<file path="src/rtl/seq_pkg.sv">
// Package: shared widths and the condition-select encoding for the
// microprogram sequencer. Assumes a 17-bit control address and a
// 7-bit opcode, zero-extended when used as a dispatch address.
package seq_pkg;
    localparam int CAR_W  = 17;
    localparam int OPC_W  = 7;
    localparam int SEL_W  = 3;
    localparam int N_COND = 1 << SEL_W;

    typedef enum logic [SEL_W-1:0] {
        COND_FALSE = 3'd0,
        COND_TRUE  = 3'd1,
        COND_C     = 3'd2,
        COND_V     = 3'd3,
        COND_Z     = 3'd4,
        COND_N     = 3'd5,
        COND_NC    = 3'd6,
        COND_NZ    = 3'd7
    } cond_sel_e;
endpackage

</file>
<file path="src/rtl/seq_cond_mux.sv">
// Condition selector: builds the eight candidate conditions (two
// constants, four flags, two inverted flags) and returns the one
// named by the select field. Purely combinational.
module seq_cond_mux
    import seq_pkg::*;
#(
    parameter int SW = SEL_W
) (
    input  logic [SW-1:0] sel_i,
    input  logic          c_i,
    input  logic          v_i,
    input  logic          z_i,
    input  logic          n_i,
    output logic          cond_o
);
    localparam int NC = 1 << SW;

    logic [NC-1:0] cand;

    // Gather candidate conditions in select order.
    always_comb begin
        cand           = '0;
        cand[COND_FALSE] = 1'b0;
        cand[COND_TRUE]  = 1'b1;
        cand[COND_C]     = c_i;
        cand[COND_V]     = v_i;
        cand[COND_Z]     = z_i;
        cand[COND_N]     = n_i;
        cand[COND_NC]    = ~c_i;
        cand[COND_NZ]    = ~z_i;
    end

    // Pick the selected condition.
    always_comb cond_o = cand[sel_i];
endmodule

</file>
<file path="src/rtl/seq_addr_sel.sv">
// Load-address selector: returns either the microword next-address
// field or the opcode zero-extended to the control address width.
// Assumes OW <= AW.
module seq_addr_sel #(
    parameter int AW = 17,
    parameter int OW = 7
) (
    input  logic          map_sel_i,
    input  logic [AW-1:0] next_addr_i,
    input  logic [OW-1:0] opcode_i,
    output logic [AW-1:0] load_addr_o
);
    localparam int PAD = AW - OW;

    logic [AW-1:0] mapped;

    // Zero-fill the opcode into the low bits.
    generate
        if (PAD > 0) begin : g_pad
            always_comb mapped = {{PAD{1'b0}}, opcode_i};
        end else begin : g_nopad
            always_comb mapped = opcode_i[AW-1:0];
        end
    endgenerate

    // Choose the load source.
    always_comb load_addr_o = map_sel_i ? mapped : next_addr_i;
endmodule

</file>
<file path="src/rtl/seq_car_reg.sv">
// Control address register: synchronous active-low reset to zero,
// otherwise loads the given address or increments with wrap-around.
module seq_car_reg #(
    parameter int AW = 17
) (
    input  logic          clk,
    input  logic          rst_n,
    input  logic          load_i,
    input  logic [AW-1:0] load_addr_i,
    output logic [AW-1:0] car_o
);
    localparam logic [AW-1:0] START = '0;
    localparam logic [AW-1:0] STEP  = AW'(1);

    // Update the control address each cycle.
    always_ff @(posedge clk) begin
        if (!rst_n)       car_o <= START;
        else if (load_i)  car_o <= load_addr_i;
        else              car_o <= car_o + STEP;
    end
endmodule

</file>
<file path="src/rtl/micro_sequencer.sv">
// Microprogram sequencer top: a condition selector decides between
// stepping and loading the control address register; an address
// selector supplies the load value. Microword strobes for the
// datapath pass through unchanged. Assumes inputs are stable and
// known around the rising edge and reset is low at start-up.
module micro_sequencer
    import seq_pkg::*;
#(
    parameter int AW = CAR_W,
    parameter int OW = OPC_W
) (
    input  logic          clk,
    input  logic          rst_n,
    input  logic [AW-1:0] next_addr_i,
    input  logic [2:0]    cond_sel_i,
    input  logic          map_sel_i,
    input  logic          ir_load_i,
    input  logic          pc_inc_i,
    input  logic          pc_load_i,
    input  logic [OW-1:0] opcode_i,
    input  logic          flag_c_i,
    input  logic          flag_v_i,
    input  logic          flag_z_i,
    input  logic          flag_n_i,
    output logic [AW-1:0] car_o,
    output logic          ir_load_o,
    output logic          pc_inc_o,
    output logic          pc_load_o
);
    logic          take_load;
    logic [AW-1:0] load_addr;

    seq_cond_mux #(.SW(3)) u_cond (
        .sel_i  (cond_sel_i),
        .c_i    (flag_c_i),
        .v_i    (flag_v_i),
        .z_i    (flag_z_i),
        .n_i    (flag_n_i),
        .cond_o (take_load)
    );

    seq_addr_sel #(.AW(AW), .OW(OW)) u_addr (
        .map_sel_i   (map_sel_i),
        .next_addr_i (next_addr_i),
        .opcode_i    (opcode_i),
        .load_addr_o (load_addr)
    );

    seq_car_reg #(.AW(AW)) u_car (
        .clk         (clk),
        .rst_n       (rst_n),
        .load_i      (take_load),
        .load_addr_i (load_addr),
        .car_o       (car_o)
    );

    // Forward microword strobes to the datapath.
    always_comb begin
        ir_load_o = ir_load_i;
        pc_inc_o  = pc_inc_i;
        pc_load_o = pc_load_i;
    end

    AST_STEP_ON_FALSE: assert property (@(posedge clk) disable iff (!rst_n)
        !take_load |=> car_o == AW'($past(car_o) + 1'b1));
    AST_LOAD_FIELD: assert property (@(posedge clk) disable iff (!rst_n)
        take_load && !map_sel_i |=> car_o == $past(next_addr_i));
    AST_LOAD_OPCODE: assert property (@(posedge clk) disable iff (!rst_n)
        take_load && map_sel_i |=> car_o == AW'($past(opcode_i)));
    AST_CONST_ZERO: assert property (@(posedge clk) disable iff (!rst_n)
        cond_sel_i == 3'd0 |=> car_o == AW'($past(car_o) + 1'b1));
    AST_CONST_ONE: assert property (@(posedge clk) disable iff (!rst_n)
        cond_sel_i == 3'd1 && !map_sel_i |=> car_o == $past(next_addr_i));
endmodule

</file>
<file path="config.mk">
export PLATFORM = sky130hd
export DESIGN_NAME = micro_sequencer
export DESIGN_NICKNAME = d
export VERILOG_FILES = /design/src/rtl/seq_pkg.sv /design/src/rtl/seq_cond_mux.sv /design/src/rtl/seq_addr_sel.sv /design/src/rtl/seq_car_reg.sv /design/src/rtl/micro_sequencer.sv
export SDC_FILE = /design/constraint.sdc
export NUM_CORES = 1
export LEC_CHECK = 0
export BUFFER_PORTS_ARGS = -buffer_cell sky130_fd_sc_hd__buf_2
export CORE_MARGIN = 2
export CORE_UTILIZATION = 45
export CTS_BUF_LIST = sky130_fd_sc_hd__clkbuf_4
export DETAILED_ROUTE_END_ITERATION = 8
export PLACE_DENSITY = 0.9
export SETUP_SLACK_MARGIN = 0.5
export SLEW_MARGIN = 5
export SYNTH_ARGS = -nofsm -noshare
export SYNTH_HDL_FRONTEND = slang
export SYNTH_HIERARCHICAL = 1
export SYNTH_SLANG_ARGS = --single-unit
</file>
<file path="constraint.sdc">
create_clock -name clk -period 4.7 [get_ports clk]
set_input_delay 0.47 -clock clk [delete_from_list [all_inputs] [get_ports clk]]
set_output_delay 0.47 -clock clk [all_outputs]
set_load 0.1 [all_outputs]
</file>
### Word level (Yosys, flattened, before mapping)

Cells that the tools add are included.

* bits in registers: 17
* bits in latches: 0
* memory bits (writable): 0
* ROM bits: 0
* output and inout bits: 20
* memories kept: 0

* add/subtract/negate cells: 1
* $mul: 0
* div/mod/pow operators: 0
* $lt $le $gt $ge: 1
* equality and inequality tests: 0
* shift-type cells: 0
* muxes and demuxes: 4
* bitwise gates (word level): 2
* reductions and logical operators: 0

Operator list (number)
* 17-bit 2-to-1 mux: 2
* 17-bit by 1-bit adder with 17-bit output (second input constant): 1
* 3-bit by 4-bit < comparator with 1-bit output (second input constant): 1
* 1-bit binary-select mux with 3-bit select: 1
* 1-bit NOT: 2
* 1-bit 2-to-1 mux: 1

### Longest topological paths before layout

* word-level depth: 4
* mapped depth: 7

### By module

The synthesis kept the hierarchy.

Modules (own cells, without submodules)
* seq_car_reg: times used 1, cells an instance 104, area an instance 868.3 um^2, seq. area each 340.3 um^2
* seq_addr_sel: times used 1, cells an instance 19, area an instance 190.2 um^2, seq. area each 0.0 um^2
* seq_cond_mux: times used 1, cells an instance 11, area an instance 75.1 um^2, seq. area each 0.0 um^2
* micro_sequencer: times used 1, cells an instance 3, area an instance 22.5 um^2, seq. area each 0.0 um^2

### Worst setup path after synthesis

OpenSTA, ideal clock, no wires.

* kind: reg-to-reg
* start: register u_car.car_o[2]
* end: register u_car.car_o[15]
* data arrival time: 2181 ps
* path slack: 2397 ps
* cell stages (with the launch flop): 5
* path buffers: 0
* cells stage by stage: dfxtp_1 nand3_2 or3_4 o21a_1 o311a_1

* cells in the longest elaborated chain, start to end: 2

Ends and longest elaborated chain
* start: declaration: RTL line seq_car_reg.sv:10 `output logic [AW-1:0] car_o`
* start signal: assignment: RTL line seq_car_reg.sv:18 `else if (load_i) car_o <= load_addr_i;`
* start signal: assignment: RTL line seq_car_reg.sv:19 `else car_o <= car_o + STEP;`
* 17-bit by 1-bit adder with 17-bit output: RTL line seq_car_reg.sv:19
* 17-bit 2-to-1 mux: RTL line seq_car_reg.sv:18

Every way passes these cells.
A chain may end at the register's enable or synchronous reset.

### Worst setup path in the final report

* start: input flag_z_i
* end: register u_car.car_o[12]

* cells in the longest elaborated chain, start to end: 4

Ends and longest elaborated chain
* start: declaration: RTL line micro_sequencer.sv:23 `input logic flag_z_i,`
* 1-bit NOT: RTL line seq_cond_mux.sv:30 `cand[COND_NZ] = ~z_i;`
* 1-bit binary-select mux with 3-bit select *: RTL line seq_cond_mux.sv:34 `always_comb cond_o = cand[sel_i];`
* 1-bit 2-to-1 mux (not written as such) *: RTL line seq_cond_mux.sv:34
* named net take_load: RTL line micro_sequencer.sv:30 `logic take_load;`
* 17-bit 2-to-1 mux *: RTL line seq_car_reg.sv:18

Mark *: on every way through the listed nets, which the timed path passes. The rest lies on a longest branch. The select of a mux whose other input is x is not followed.

==> results.ini <==
[outcome]
status=complete, no violations

[synthesis]
synth_compound_area_share_pct=15.4
avgSynthCellArea_um2=8.44
ys_ff_latch=17
synth_top_family_by_area=simple AND/OR/NAND/NOR gates
ys_seq_area_share_pct=29.4
synth_adder_area_share_pct=1.08
synth.mux.area_fraction_pct=9.96
netlist_area_um2=1160
ys_types=33
synth-simple-area-share_pct=26.7
yosys.area_share.xor_xnor_pct=10.6
yosysWarnings=6
syn-num-nets=175
syn_inst=137

[setup_path]
cp_data_arrival_time_ns=2.28
rr_startpoint=u_car/car_o[0]
end_kind=flip-flop
r2r_end=u_car/car_o[14]
reg2reg_slack_ns=3.00
cp_data_required_time_ns=4.88
startpoint_type=input pin
critPathKind=in -> reg
critPathCapture=u_car/car_o[12]
worst_r2r_path_depth=5
crit_fanout=20
startpoint=flag_z_i

[sta]
tightest_slew_ns=0.788
finalCriticalPeriod_ns=2.10
fin_hold_ws_ns=0.518
final_max_slew_viol_count=0
clock_skew_ns=0.000842
slew_headroom_pct=47.4
fin_crit_sh_pct=44.8
max_freq_ghz=0.475
hold_violations=0
rsz0062_at_grt=no
setup_tns_ns=0
timing.final.ws_setup_ns=2.60
setup_viol=0

[floorplanning]
floorplan.initialDensity_pct=47.1
die_height_um=54.7
fp.dieArea_um2=2990
core_um2=2450
ios=57
placementRows=18
die-width_um=54.7

[routing]
viasPerCell=5.11
firstDrtPassIters=4
wire_per_inst_um=11.2
drc=0
vias=1083
drt-initial-drc-count=12
drt.antenna.violating_nets=0
drt-total-wl_um=2380

[clock_tree]
cts-root-buf=clkbuf_4
cts_buffers=3
post_cts_resized=0
clockBufferDepth=2
cts_setup_buffers=0
clock_latency_ns=0.30
cts_hold_buf=0
tritoncts=done
cts_sinks=17
cts.clk_slew.worst_paths_ns=0.10
h-tree-depth=1

[placement]
dp.cells=208
post-dp-hpwl_um=1780
io_buffers=50
finalWeightedCongestion=0.813
post-place-ws_ns=2.25

[power_and_ir_drop]
p_switching_uw=208
internal-power_uw=247
p_clk_share_pct=19.2
sw_frac_of_total_pct=45.7
p_leak_uw=0.000628
pwr-share-comb_pct=42.1
p_seq_share_pct=38.7
power.density_nw_per_um2=322
ir_drop_mv=0.189
power_uw=455

[final_layout]
largest_reg_flops=17
nets=221
fillers=226
n_antenna_cell=0
area_growth_pct=22.3
regArea_um2=340
largestRegisters=u_car/car_o (17)
top_register=u_car/car_o
final_common_cell=buf_2
drive_gt1_share_pct=36.3
multi_input_area_um2=737
final_cell_mix=50 x buf_2, 17 x dfxtp_1, 15 x o21ai_0, 13 x nor2b_1, 12 x xnor2_1
finalNonFillerCells=212

[global_route]
grt_max_degree=21
antenna_found_initial=0
grt_pass1_vias=991
overflow=0
grt_pass1_wl_um=3990
track_usage_pct=18.3

[job]
maxCapViolCount=0

[worst_hold_path]
hold_path.class=in -> reg

## Yosys cell counts, drive strengths merged
cell type / number / area [um2]
and2: 4 / 25.0
xnor2: 12 / 105
a21o: 1 / 7.51
nand2b: 2 / 12.5
o211a: 1 / 10.0
nor2: 3 / 11.3
nand2: 9 / 33.8
ha: 1 / 12.5
nor3: 4 / 25.0
nor4: 5 / 31.3
buf: 5 / 45.0
nor2b: 13 / 81.3
mux2: 7 / 105
o21ai: 15 / 75.1
o311a: 1 / 10.0
mux2i: 1 / 10.0
clkbuf: 4 / 15.0
nand3: 4 / 25.0
a211oi: 1 / 12.5
o21a: 1 / 7.51
dfxtp: 17 / 340
a21oi: 11 / 55.1
nand4: 4 / 31.3
inv: 5 / 18.8
xor2: 2 / 17.5
nand3b: 1 / 7.51
or3: 2 / 17.5
and2b: 1 / 7.51
## critical path: stages
cell and delay (ns):
buf_2 0.10, and2b_1 0.19, nor3_2 0.04, a211oi_2 0.67, inv_1 0.47, o21ai_0 0.28
a21oi_1 0.06
## routing by layer
metal | GRT usage (%) | up-vias | share of wire [%]
met3 | 1.64 | 5 | 5.5
met4 | 10.0 | 0 | 2.4
met5 | 0 | - | 0
met1 | 21.8 | 483 | 42
met2 | 31.7 | 34 | 50
li1 | - | 561 | -
## through the flow
stage               instance area [um2]  util, %
floorplan                          1160        -
global placement                   1380     56.4
detailed placement                 1380     56.4
CTS                                1410     57.6
global route                       1410     57.6
finish                             1410     57.6
## cell type report
cell class | instances | area share, %
well taps | 30 | 2.65
repair buffers | 50 | 17.7
clock buffers | 4 | 2.12
multi-input cells | 106 | 52.1
inverters | 5 | 1.33
flip-flops and latches | 17 | 24.1
## how the worst min path moves through the flow
stage | startpoint | endpoint | slack, ns | cells past startpoint
after floorplan | rst_n | u_car/car_o[1] | 0.60 | 1
after global placement | u_car/car_o[16] | u_car/car_o[16] | 0.55 | 2
after detailed placement | u_car/car_o[16] | u_car/car_o[16] | 0.55 | 2
after CTS | rst_n | u_car/car_o[15] | 0.51 | 2
after global routing | rst_n | u_car/car_o[9] | 0.53 | 2
final | rst_n | u_car/car_o[15] | 0.52 | 2
## power groups by stage
stage	Combinational, uW	Sequential (uW)	Clock, uW
after floorplan	67.6	281	0
after global placement	190	179	0
after detailed placement	193	180	0
after CTS	193	176	88.5
after global routing	204	179	98.0
final	192	176	87.3
## cells by family after synthesis
logic type               Yosys count
flip-flops                        17
AND/OR/NAND/NOR                   52
XOR/XNOR                          14
multiplexers                       8
AO/OA/AOI/OAI                     31
adder cells (fa/ha/maj)            1
buffers and inverters             14
Note: power is estimated with default switching activity, not from simulation.
